[src/rtl/rtcif_pkg.sv]
package rtcif_pkg;
  typedef enum logic [2:0] {
    ST_IDLE, ST_ADDR, ST_AACK, ST_RX, ST_RACK, ST_TX, ST_MACK, ST_WAIT
  } bus_state_t;
endpackage

[src/rtl/i2c_line_mon.sv]
module i2c_line_mon #(
  parameter int SYNC = 2
) (
  input  logic clk,
  input  logic rst,
  input  logic scl_i,
  input  logic sda_i,
  output logic scl_lvl,
  output logic sda_lvl,
  output logic scl_rise,
  output logic scl_fall,
  output logic start_ev,
  output logic stop_ev
);
  logic [SYNC-1:0] scl_sr, sda_sr;
  logic            scl_d, sda_d;

  always_ff @(posedge clk) begin
    if (rst) begin
      scl_sr <= '1;
      sda_sr <= '1;
      scl_d  <= 1'b1;
      sda_d  <= 1'b1;
    end else begin
      scl_sr <= {scl_sr[SYNC-2:0], scl_i};
      sda_sr <= {sda_sr[SYNC-2:0], sda_i};
      scl_d  <= scl_sr[SYNC-1];
      sda_d  <= sda_sr[SYNC-1];
    end
  end

  assign scl_lvl  = scl_sr[SYNC-1];
  assign sda_lvl  = sda_sr[SYNC-1];
  assign scl_rise = scl_lvl & ~scl_d;
  assign scl_fall = ~scl_lvl & scl_d;
  assign start_ev = scl_lvl & scl_d & sda_d & ~sda_lvl;
  assign stop_ev  = scl_lvl & scl_d & ~sda_d & sda_lvl;
endmodule

[src/rtl/rtc_shadow.sv]
module rtc_shadow #(
  parameter int NREGS = 8,
  parameter int NCLK  = 7,
  parameter int DW    = 8,
  parameter int AW    = $clog2(NREGS)
) (
  input  logic               clk,
  input  logic               rst,
  input  logic               freeze,
  input  logic [NCLK*DW-1:0] live,
  input  logic               we,
  input  logic [AW-1:0]      waddr,
  input  logic [DW-1:0]      wdata,
  input  logic [AW-1:0]      raddr,
  output logic [DW-1:0]      rdata,
  output logic [NCLK*DW-1:0] clk_view
);
  logic [DW-1:0]       bank [NREGS];
  logic [NREGS*DW-1:0] live_pad;

  assign live_pad = (NREGS*DW)'(live);

  always_ff @(posedge clk) begin
    if (rst) begin
      bank <= '{default: '0};
    end else begin
      for (int i = 0; i < NREGS; i++) begin
        if (we && waddr == AW'(i))
          bank[i] <= wdata;
        else if (i < NCLK && !freeze)
          bank[i] <= live_pad[i*DW +: DW];
      end
    end
  end

  assign rdata = (32'(raddr) < NREGS) ? bank[raddr] : '0;

  for (genvar g = 0; g < NCLK; g++) begin : g_view
    assign clk_view[g*DW +: DW] = bank[g];
  end
endmodule

[src/rtl/rtc_i2c_slave.sv]
module rtc_i2c_slave
  import rtcif_pkg::*;
#(
  parameter logic [6:0] DEV_ADDR = 7'h68,
  parameter int NREGS = 8,
  parameter int NCLK  = 7,
  parameter int SYNC  = 2,
  localparam int DW   = 8,
  localparam int AW   = $clog2(NREGS)
) (
  input  logic               clk,
  input  logic               rst,
  input  logic               scl_i,
  input  logic               sda_i,
  output logic               sda_pull_o,
  input  logic [NCLK*DW-1:0] live_time_i,
  output logic               set_we_o,
  output logic [AW-1:0]      set_addr_o,
  output logic [DW-1:0]      set_data_o
);
  logic scl_lvl, sda_lvl, scl_rise, scl_fall, start_ev, stop_ev;
  bus_state_t state;
  logic [3:0]    bitcnt;
  logic [DW-1:0] shreg;
  logic [DW-1:0] rd_data;
  logic [AW-1:0] ptr;
  logic          rw, first_byte, active, mack, freeze;
  logic [NCLK*DW-1:0] clk_view;

  i2c_line_mon #(.SYNC(SYNC)) u_mon (
    .clk(clk), .rst(rst), .scl_i(scl_i), .sda_i(sda_i),
    .scl_lvl(scl_lvl), .sda_lvl(sda_lvl), .scl_rise(scl_rise),
    .scl_fall(scl_fall), .start_ev(start_ev), .stop_ev(stop_ev)
  );

  assign freeze = active && (32'(ptr) < NCLK);

  rtc_shadow #(.NREGS(NREGS), .NCLK(NCLK), .DW(DW), .AW(AW)) u_bank (
    .clk(clk), .rst(rst), .freeze(freeze), .live(live_time_i),
    .we(set_we_o), .waddr(set_addr_o), .wdata(set_data_o),
    .raddr(ptr), .rdata(rd_data), .clk_view(clk_view)
  );

  always_ff @(posedge clk) begin
    if (rst) begin
      state      <= ST_IDLE;
      bitcnt     <= '0;
      shreg      <= '0;
      rw         <= 1'b0;
      first_byte <= 1'b0;
      ptr        <= '0;
      active     <= 1'b0;
      mack       <= 1'b0;
      sda_pull_o <= 1'b0;
      set_we_o   <= 1'b0;
      set_addr_o <= '0;
      set_data_o <= '0;
    end else begin
      set_we_o <= 1'b0;
      if (stop_ev) begin
        state      <= ST_IDLE;
        sda_pull_o <= 1'b0;
        active     <= 1'b0;
        bitcnt     <= '0;
      end else if (start_ev) begin
        state      <= ST_ADDR;
        sda_pull_o <= 1'b0;
        bitcnt     <= '0;
      end else begin
        case (state)
          ST_ADDR: begin
            if (scl_rise && bitcnt < 4'd8) begin
              shreg  <= {shreg[DW-2:0], sda_lvl};
              bitcnt <= bitcnt + 4'd1;
            end else if (scl_fall && bitcnt == 4'd8) begin
              if (shreg[7:1] == DEV_ADDR) begin
                sda_pull_o <= 1'b1;
                rw         <= shreg[0];
                active     <= 1'b1;
                state      <= ST_AACK;
              end else begin
                state <= ST_WAIT;
              end
            end
          end
          ST_AACK: begin
            if (scl_fall) begin
              bitcnt <= '0;
              if (rw) begin
                shreg      <= rd_data;
                sda_pull_o <= ~rd_data[DW-1];
                state      <= ST_TX;
              end else begin
                sda_pull_o <= 1'b0;
                first_byte <= 1'b1;
                state      <= ST_RX;
              end
            end
          end
          ST_RX: begin
            if (scl_rise && bitcnt < 4'd8) begin
              shreg  <= {shreg[DW-2:0], sda_lvl};
              bitcnt <= bitcnt + 4'd1;
            end else if (scl_fall && bitcnt == 4'd8) begin
              sda_pull_o <= 1'b1;
              state      <= ST_RACK;
              if (first_byte) begin
                ptr <= shreg[AW-1:0];
              end else begin
                set_we_o   <= 1'b1;
                set_addr_o <= ptr;
                set_data_o <= shreg;
                ptr        <= ptr + AW'(1);
              end
            end
          end
          ST_RACK: begin
            if (scl_fall) begin
              sda_pull_o <= 1'b0;
              bitcnt     <= '0;
              first_byte <= 1'b0;
              state      <= ST_RX;
            end
          end
          ST_TX: begin
            if (scl_rise && bitcnt < 4'd8) begin
              bitcnt <= bitcnt + 4'd1;
            end else if (scl_fall) begin
              if (bitcnt == 4'd8) begin
                sda_pull_o <= 1'b0;
                state      <= ST_MACK;
              end else if (bitcnt != 4'd0) begin
                shreg      <= {shreg[DW-2:0], 1'b0};
                sda_pull_o <= ~shreg[DW-2];
              end
            end
          end
          ST_MACK: begin
            if (scl_rise) begin
              mack <= ~sda_lvl;
              if (!sda_lvl) ptr <= ptr + AW'(1);
            end else if (scl_fall) begin
              bitcnt <= '0;
              if (mack) begin
                shreg      <= rd_data;
                sda_pull_o <= ~rd_data[DW-1];
                state      <= ST_TX;
              end else begin
                state <= ST_WAIT;
              end
            end
          end
          default: ;
        endcase
      end
    end
  end
endmodule

[config.mk]
export PLATFORM = sky130hd
export DESIGN_NAME = rtc_i2c_slave
export DESIGN_NICKNAME = d
export VERILOG_FILES = /design/src/rtl/rtcif_pkg.sv /design/src/rtl/i2c_line_mon.sv /design/src/rtl/rtc_shadow.sv /design/src/rtl/rtc_i2c_slave.sv
export SDC_FILE = /design/constraint.sdc
export NUM_CORES = 1
export LEC_CHECK = 0
export BUFFER_PORTS_ARGS = -buffer_cell sky130_fd_sc_hd__buf_2
export CAP_MARGIN = 20
export CORE_MARGIN = 2
export CORE_UTILIZATION = 30
export CTS_CLUSTER_SIZE = 30
export DETAILED_ROUTE_END_ITERATION = 8
export SYNTH_ARGS = -nofsm -noshare
export SYNTH_HDL_FRONTEND = slang
export SYNTH_SLANG_ARGS = --single-unit
export TNS_END_PERCENT = 1
[constraint.sdc]
create_clock -name clk -period 4.82 [get_ports clk]
set_input_delay 0.964 -clock clk [delete_from_list [all_inputs] [get_ports clk]]
set_output_delay 0.964 -clock clk [all_outputs]
set_load 0.02 [all_outputs]
* Word level (Yosys, flattened, before mapping)
Cells that the tools add are included.
** Word-level totals
- Output and inout bits :: 13
- Bits in registers :: 105
** Cells by class
- Reduce and logical (&&, ||, !) cells :: 36
- $lt $le $gt $ge :: 3
- Bitwise operators :: 20
- $add $sub $neg :: 2
- Mux-type cells :: 74
- Equality and inequality tests :: 55
** Operators by type and width (count)
- $mux W8 :: 26
- $mux W3 :: 18
- $ne A2 B2 Y1 const B :: 26
- $ne A3 B3 Y1 const B :: 12
- $pmux W8 S4 :: 1
- $bmux W8 S3 :: 1
- $reduce_and A12 Y1 :: 2
- $eq A3 B3 Y1 const B :: 7
- $mux W1 :: 19
- $pmux W3 S6 :: 1
- $reduce_and A6 Y1 :: 3
- $reduce_and A14 Y1 :: 1
- $reduce_and A13 Y1 :: 1
- $eq A3 B2 Y1 const B :: 4
- $mux W4 :: 3
- $not A1 Y1 :: 12
- $pmux W4 S3 :: 1
- $logic_and A1 B1 Y1 :: 11
- $reduce_bool A4 Y1 :: 2
- $and A1 B1 Y1 :: 7
- $eq A7 B7 Y1 const B :: 1
- $reduce_and A7 Y1 :: 1
- $reduce_bool A7 Y1 :: 1
- $eq A3 B1 Y1 const B :: 2
- other kinds (22) :: 27

* Longest topological paths before layout
Gate-level depths: netlist of the first run.
- Word-level depth :: 9
- Gate-level depth with buffers :: 8
- Depth with buffers taken out :: 7

* Hierarchy
Synthesis of the first run repeated with hierarchy kept, for this count alone.
** Unflattened totals
- Cell total of the unflattened synthesis :: 621
- Area, all modules :: 5840.6 um^2
** Modules (own cells, without submodules)
- rtc_shadow :: area an instance 3777.4 um^2, times used 1, seq. area each 1281.2 um^2, cells an instance 387
- rtc_i2c_slave :: area an instance 1873.0 um^2, times used 1, seq. area each 700.7 um^2, cells an instance 218
- i2c_line_mon :: area an instance 190.2 um^2, times used 1, seq. area each 120.1 um^2, cells an instance 16

* Worst setup path after synthesis of the first run
OpenSTA, ideal clock, no wires.
- Path kind :: input port to flip-flop
- Start point :: input rst
- End point :: register active
- Stages on the path :: 3
- Path slack :: 3.113 ns
- Arrival :: 1.576 ns
- Cells stage by stage :: clkbuf_1 > clkbuf_1 > nor3_1
** Between the ends
- Word-level cells in the longest chain between the ends :: 1
** Ends and longest elaborated chain
- start: declaration :: line rtc_i2c_slave.sv:12 : input logic rst,
- $reduce_or A2 Y1 (no line)
- end signal: assignment :: line rtc_i2c_slave.sv:52 : active <= 1'b0;
- end signal: assignment :: line rtc_i2c_slave.sv:63 : active <= 1'b0;
- end signal: assignment :: line rtc_i2c_slave.sv:79 : active <= 1'b1;
- end: declaration :: line rtc_i2c_slave.sv:27 : logic rw, first_byte, active, mack, freeze;
Every way passes these cells.
A chain may end at the register's enable or synchronous reset.

* Worst setup path after layout of the first run
- Start point :: register ptr[1]
- End point :: register shreg[0]
** Between the ends
- Word-level cells in the longest chain between the ends :: 8
- Elaborated cells between the ends (all ways) :: 10
- Classes of those cells :: 9 x mux; 1 x bitwise
** Ends and longest elaborated chain
- start: declaration :: line rtc_i2c_slave.sv:26 : logic [AW-1:0] ptr;
- start signal: assignment :: line rtc_i2c_slave.sv:108 : ptr <= shreg[AW-1:0];
- start signal: assignment :: line rtc_i2c_slave.sv:113 : ptr <= ptr + AW'(1);
- start signal: assignment :: line rtc_i2c_slave.sv:141 : if (!sda_lvl) ptr <= ptr + AW'(1);
- $not A3 Y4 (implied by the code) (*) :: line rtc_shadow.sv:36 : assign rdata = (32'(raddr) < NREGS) ? bank[raddr] : '0;
- $bmux W8 S3 (*) :: line rtc_shadow.sv:36
- $mux W8 (implied by the code) (*) (2 in a row) :: line rtc_shadow.sv:36
- $mux W8 :: line rtc_i2c_slave.sv:144 : if (mack) begin
- $mux W8 :: line rtc_i2c_slave.sv:142 : end else if (scl_fall) begin
- $mux W8 :: line rtc_i2c_slave.sv:139 : if (scl_rise) begin
- $pmux W8 S4 (*) :: line rtc_i2c_slave.sv:70 : case (state)
- end signal: assignment :: line rtc_i2c_slave.sv:73 : shreg <= {shreg[DW-2:0], sda_lvl};
- end signal: assignment :: line rtc_i2c_slave.sv:133 : shreg <= {shreg[DW-2:0], 1'b0};
- end signal: assignment :: line rtc_i2c_slave.sv:145 : shreg <= rd_data;
- end: declaration :: line rtc_i2c_slave.sv:24 : logic [DW-1:0] shreg;
Every way passes the cells marked *; elsewhere a longest branch is shown, timed or not. The select of a mux whose other input is x is not followed.

==> results.toml, run 1 <==
[power]
clkPwrFrac_pct = 42.2
cellInternalPower_uw = 1360
power_density_nw_per_um2 = 292
p_switching_uw = 429
p_total_uw = 1790
swShare_pct = 24.0
power_frac_seq_pct = 51.4
p_comb_share_pct = 6.4
p_leak_uw = 0.00237
irDropWorstVdd_v = 0.000183

[route]
vias = 4877
wl_per_cell_um = 18.2
viasPerCell = 5.44
drt_wl_total_mm = 16.3
drt_pass1_iterations = 5
drc = 0
drt_iter0_markers = 425
final_antenna_net_count = 0

[critical_path]
critPathKind = "reg -> reg"
required_ns = 5.04
worst_setup_path_end_kind = "register"
cp_max_fo = 13
critPathLaunch = "ptr[1]"
crit_arrival_ns = 2.72
r2r-start = "ptr[1]"
start_kind = "register"

[synth]
synth_top_area_cell = "dfxtp_1"
syn-cell-area_um2 = 5360
syn_nets = 696
synth.yosys.warnings = 0
syn_area_per_cell_um2 = 8.46
ys_types = 58
synth.most_common_cell = "dfxtp_1"
synthTopCellsByArea = "dfxtp_1 (39%), a311oi_1 (9.3%), mux4_2 (6.7%), nor2_1 (6.4%), nand3_1 (6.3%)"
synthFlopType = "dfxtp_1"
synth_common_cells = "dfxtp_1 (105), nor2_1 (91), nand2_1 (85), nand3_1 (67), a311oi_1 (57)"
synth-seq-cells = 105
synth_top_area_share_pct = 39.3
postSynthCellCount = 633
async_flop_share_pct = 0
yosysSeqAreaShare_pct = 39.3
synth_edf_count = 0

[run]
drv_cap = 0

[die]
core_um2 = 17400
dieWidth_um = 138
ios = 73
die_height_um = 138
dieArea_um2 = 18900
start_util_pct = 30.9
placementRows = 48

[global_routing]
grt_max_degree = 66
antenna_found_initial = 0
grt_overflow = 0
grt_pass1_wl_mm = 26.0
grt_use_total_pct = 17.9
first_global_vias = 4594

[sta]
grt_setup_unrepaired = "no"
timing.fmax_mhz = 400
whs_ns = 0.407
finClkSkew_ns = 0.0141
setup_viol = 0
fin_setup_tns_ns = 0
tightestPinTransition_ns = 0.981
hold_violations = 0
fin_crit_ns = 2.50
report.final.slew_viol_count = 0
relSlewSlack_pct = 34.5
period_share_pct = 51.9

[layout]
drive_gt1_share_pct = 19.1
final_nets = 729
fill_cells = 1763
final_util_pct = 35.2
diodes = 0
area_growth_syn_to_layout_pct = 14.2

[place]
dp_hpwl_mm = 11.1
io_buffer_count = 72
gp_congestion = 0.843

[clocking]
hold_buffers = 0
clock_sinks = 105
tritoncts = "done"
cts_max_level = 3
numCtsBuffers = 9
postCtsSetupBuffers = 0
clockBufferDepth = 2
cts-root-buf = "clkbuf_16"
clock_latency_ns = 0.36
cts_resized = 0
clk_pin_slew_ns = 0.07

[outcome]
status = "finished, final reports clean"

[hold_path]
min_path_type = "reg -> reg"
min_from = "u_mon.scl_sr[0]"
-- cell type report --
class                   count  area (um^2)  area share (%)
clock buffers              10          229            3.75
clock inverters             6         67.6            1.11
inverters                   5         18.8           0.307
multi-input cells         465         2980            48.7
flip-flops and latches    105         2100            34.4
well taps                 225          282            4.60
repair buffers             80          437            7.14
-- metrics by stage --
| step | area, um^2 | cells | worst slack (ns) |
|---|---|---|---|
| after floorplan | 5360 | 633 | 3.11 |
| after global placement | 5780 | 877 | 2.16 |
| after detailed placement | 5780 | 877 | 2.17 |
| after CTS | 6070 | 893 | 2.19 |
| after global routing | 6110 | 896 | 2.09 |
| final | 6110 | 896 | 2.32 |
-- path summary, 6_finish.rpt --
path / endpoint / slack (ns) / cells past startpoint
max reg2reg: shreg[0] / 2.32 / 6
min reg2reg: u_mon.scl_sr[1] / 0.41 / 1
max: shreg[0] / 2.32 / 6
min: u_mon.scl_sr[1] / 0.41 / 1
-- logic make-up (layout without fill, tap and decap cells) --
group / count (synthesis) / count (layout) / synth area share, %
XOR/XNOR: 4 / 4 / 0.654
buffers and inverters: 63 / 101 / 5.30
adder cells (fa/ha/maj): 3 / 3 / 0.701
AND/OR/NAND/NOR: 295 / 295 / 25.3
flip-flops: 105 / 105 / 39.3
multiplexers: 38 / 38 / 10.8
AO/OA/AOI/OAI: 125 / 125 / 18.0
-- flip-flops by register name (all words and copies together), names as in the netlist --
register         flops
set_data_o           8
shreg                8
bitcnt               4
active               1
u_bank.clk_view     56
u_bank.bank          8
u_mon.sda_d          1
set_addr_o           3
u_mon.scl_d          1
ptr                  3
u_mon.sda_sr         2
set_we_o             1
mack                 1
sda_pull_o           1
rw                   1
u_mon.scl_sr         2
state                3
first_byte           1
-- power groups by stage --
| stage | registers, uW | clock network, uW | logic (uW) |
|---|---|---|---|
| finish | 919 | 753 | 114 |
| global route | 922 | 790 | 126 |
| CTS | 918 | 759 | 114 |
| detailed placement | 938 | 0 | 114 |
| global placement | 938 | 0 | 114 |
| floorplan | 927 | 0 | 72.7 |
-- layer usage --
layer  track usage, %  wire [um]
met1             25.7       7820
met2             27.5       7360
met3             2.47        856
met4             6.47        303
met5                0          0
-- layout by cell type, fill, tap and decap left out, drive strengths merged, types with 3 or more instances in the layout --
cell type and count:
nor2b 7, a311oi 57, a21boi 4, nand3 67
mux2i 22, mux4 16, nand4 3, inv 6
buf 80, nand2 85, a211oi 4, nor3 6
and2 4, clkbuf 10, o221ai 3, nor3b 3
dfxtp 105, o2bb2ai 6, nor2 91, a21oi 23
or2 6, ha 3, o21a 3, nand2b 8
o21ai 10
-- worst max-delay path, cell delays in order (launching register included) --
cell and delay [ns]:
dfxtp_1 0.81, buf_4 0.34, mux4_2 0.53, mux2i_1 0.22, nor2_1 0.06, a2111oi_0 0.32, nor3_1 0.09
Power figures use the tool's default switching activity.
==> inputs of run 2 (changes only) <==
==> constraint.sdc (replaced) <==
create_clock -name clk -period 2.2 [get_ports clk]
set_input_delay 0.44 -clock clk [delete_from_list [all_inputs] [get_ports clk]]
set_output_delay 0.44 -clock clk [all_outputs]
set_load 0.02 [all_outputs]
==> run 2 against run 1 <==
Net effect: first-iteration DRC count up 23%; worst hold slack worse by 0.15 ns; critical endpoint is now shreg[1]; clock power up 130%; final area up 2.7%; largest cell class unchanged; utilization up 0.94 points; die area unchanged.
==> results.toml, run 2 (synthesis gave the netlist of run 1 again) <==
[die]
placementRows = 48
ios = 73
core_um2 = 17400
dieWidth_um = 138
die_height_um = 138
dieArea_um2 = 18900
start_util_pct = 30.9

[layout]
final-instance-count-excl-fill = 913
drive_gt1_share_pct = 21.5
final_common_cell = "dfxtp_1"
largest_reg_flops = 56
final_nets = 746
diodes = 0
layout_common_cells = "dfxtp_1 (102), nor2_1 (91), nand2_1 (84), buf_2 (72), nand3_1 (66)"
area_growth_syn_to_layout_pct = 17.2

[sta]
report.final.slew_viol_count = 0
finClkSkew_ns = 0.00899
setup_viol = 0
fin_crit_ns = 2.00
fin_setup_tns_ns = 0
tightestPinTransition_ns = 0.682
relSlewSlack_pct = 54.4
hold_violations = 0
timing.fmax_mhz = 499
period_share_pct = 91.1
grt_setup_unrepaired = "no"

[route]
drc = 0
drt_pass1_iterations = 5
drt_iter0_markers = 522
vias = 5018
final_antenna_net_count = 0
viasPerCell = 5.50
drt_wl_total_mm = 17.3
wl_per_cell_um = 18.9

[critical_path]
worst_setup_path_end_kind = "register"
crit_arrival_ns = 2.29
required_ns = 2.49
start_kind = "register"
critPathKind = "reg -> reg"
cp_max_fo = 20

[power]
power_density_nw_per_um2 = 636
cellInternalPower_uw = 3000
p_total_uw = 3990
swShare_pct = 25.0
p_comb_share_pct = 6.4
p_leak_uw = 0.00247
p_switching_uw = 998
irDropWorstVdd_v = 0.000413
clkPwrFrac_pct = 43.0
power_frac_seq_pct = 50.6

[clocking]
numCtsBuffers = 9
cts-root-buf = "clkbuf_16"
clock_latency_ns = 0.37
clk_pin_slew_ns = 0.07
postCtsSetupBuffers = 0
clockBufferDepth = 2
clock_sinks = 105
tritoncts = "done"
hold_buffers = 0
cts_max_level = 3

[global_routing]
first_global_vias = 4927
grt_pass1_wl_mm = 27.5
grt_overflow = 0
antenna_found_initial = 0
grt_max_degree = 73
grt_use_total_pct = 19.1

[place]
numPlacedInstances = 897
gp_congestion = 0.872
io_buffer_count = 72
dp_hpwl_mm = 12.1

[hold_path]
min_path_type = "in -> reg"

[run]
drv_cap = 0

[outcome]
status = "finished, final reports clean"
## run 2: changes by cell type in the layout (fill, tap and decap cells not counted), sizes merged
cell	change
clkbuf	-1
clkinvlp	-1
inv	+3
buf	+17
clkinv	-1
## run 2: final cells by class
cell class,instances,area [um^2]
fill,1773,11100
multi-input combinational,465,2980
timing repair buffer,97,586
clock inverter,7,83.8
clock buffer,9,225
inverter,5,18.8
tap,225,282
sequential,105,2110
## run 2: worst max-delay path, stage by stage (launching register included)
cell and delay, ns:
dfxtp_1 0.71, nand3b_1 0.19, and2_1 0.21, o221a_2 0.31, a21oi_2 0.34, o2bb2ai_1 0.16
## run 2: path summary, 6_finish.rpt
path,from,end,slack (ns),cells past startpoint
max,state[2],shreg[1],0.20,5
min,sda_i,u_mon.sda_sr[0],0.26,2
max reg2reg,state[2],shreg[1],0.20,5
min reg2reg,u_mon.sda_sr[0],u_mon.sda_sr[1],0.42,1
## run 2: repair_timing
| action | in CTS | in global routing |
|---|---|---|
| gates resized for setup | 0 | 2 |
| endpoints found under the hold margin | 0 | 0 |
| setup endpoints to repair | 0 | 5 |
## run 2: layer usage
metal	GRT usage, %	vias to the layer above	wire, um
met2	30.8	200	7970
met1	25.7	2375	7730
met4	6.13	0	327
met5	0	-	0
met3	3.75	23	1240
li1	-	2420	-
## run 2: power by group through the flow
stage | clock network, uW | registers, uW | logic, uW
after CTS | 1740 | 2020 | 256
after global placement | 0 | 2070 | 251
final | 1720 | 2020 | 255
after global routing | 1820 | 2030 | 282
after detailed placement | 0 | 2060 | 254
after floorplan | 0 | 2030 | 159
## run 2: metrics by stage
stage	cell area [um^2]	util (%)	hold slack, ns	setup WS, ns
floorplan	5360	-	0.389	0.512
global placement	5970	34.4	0.407	0.290
detailed placement	5970	34.4	0.401	0.190
CTS	6270	36.2	0.257	0.181
global route	6280	36.2	0.256	0.0752
finish	6280	36.2	0.261	0.197
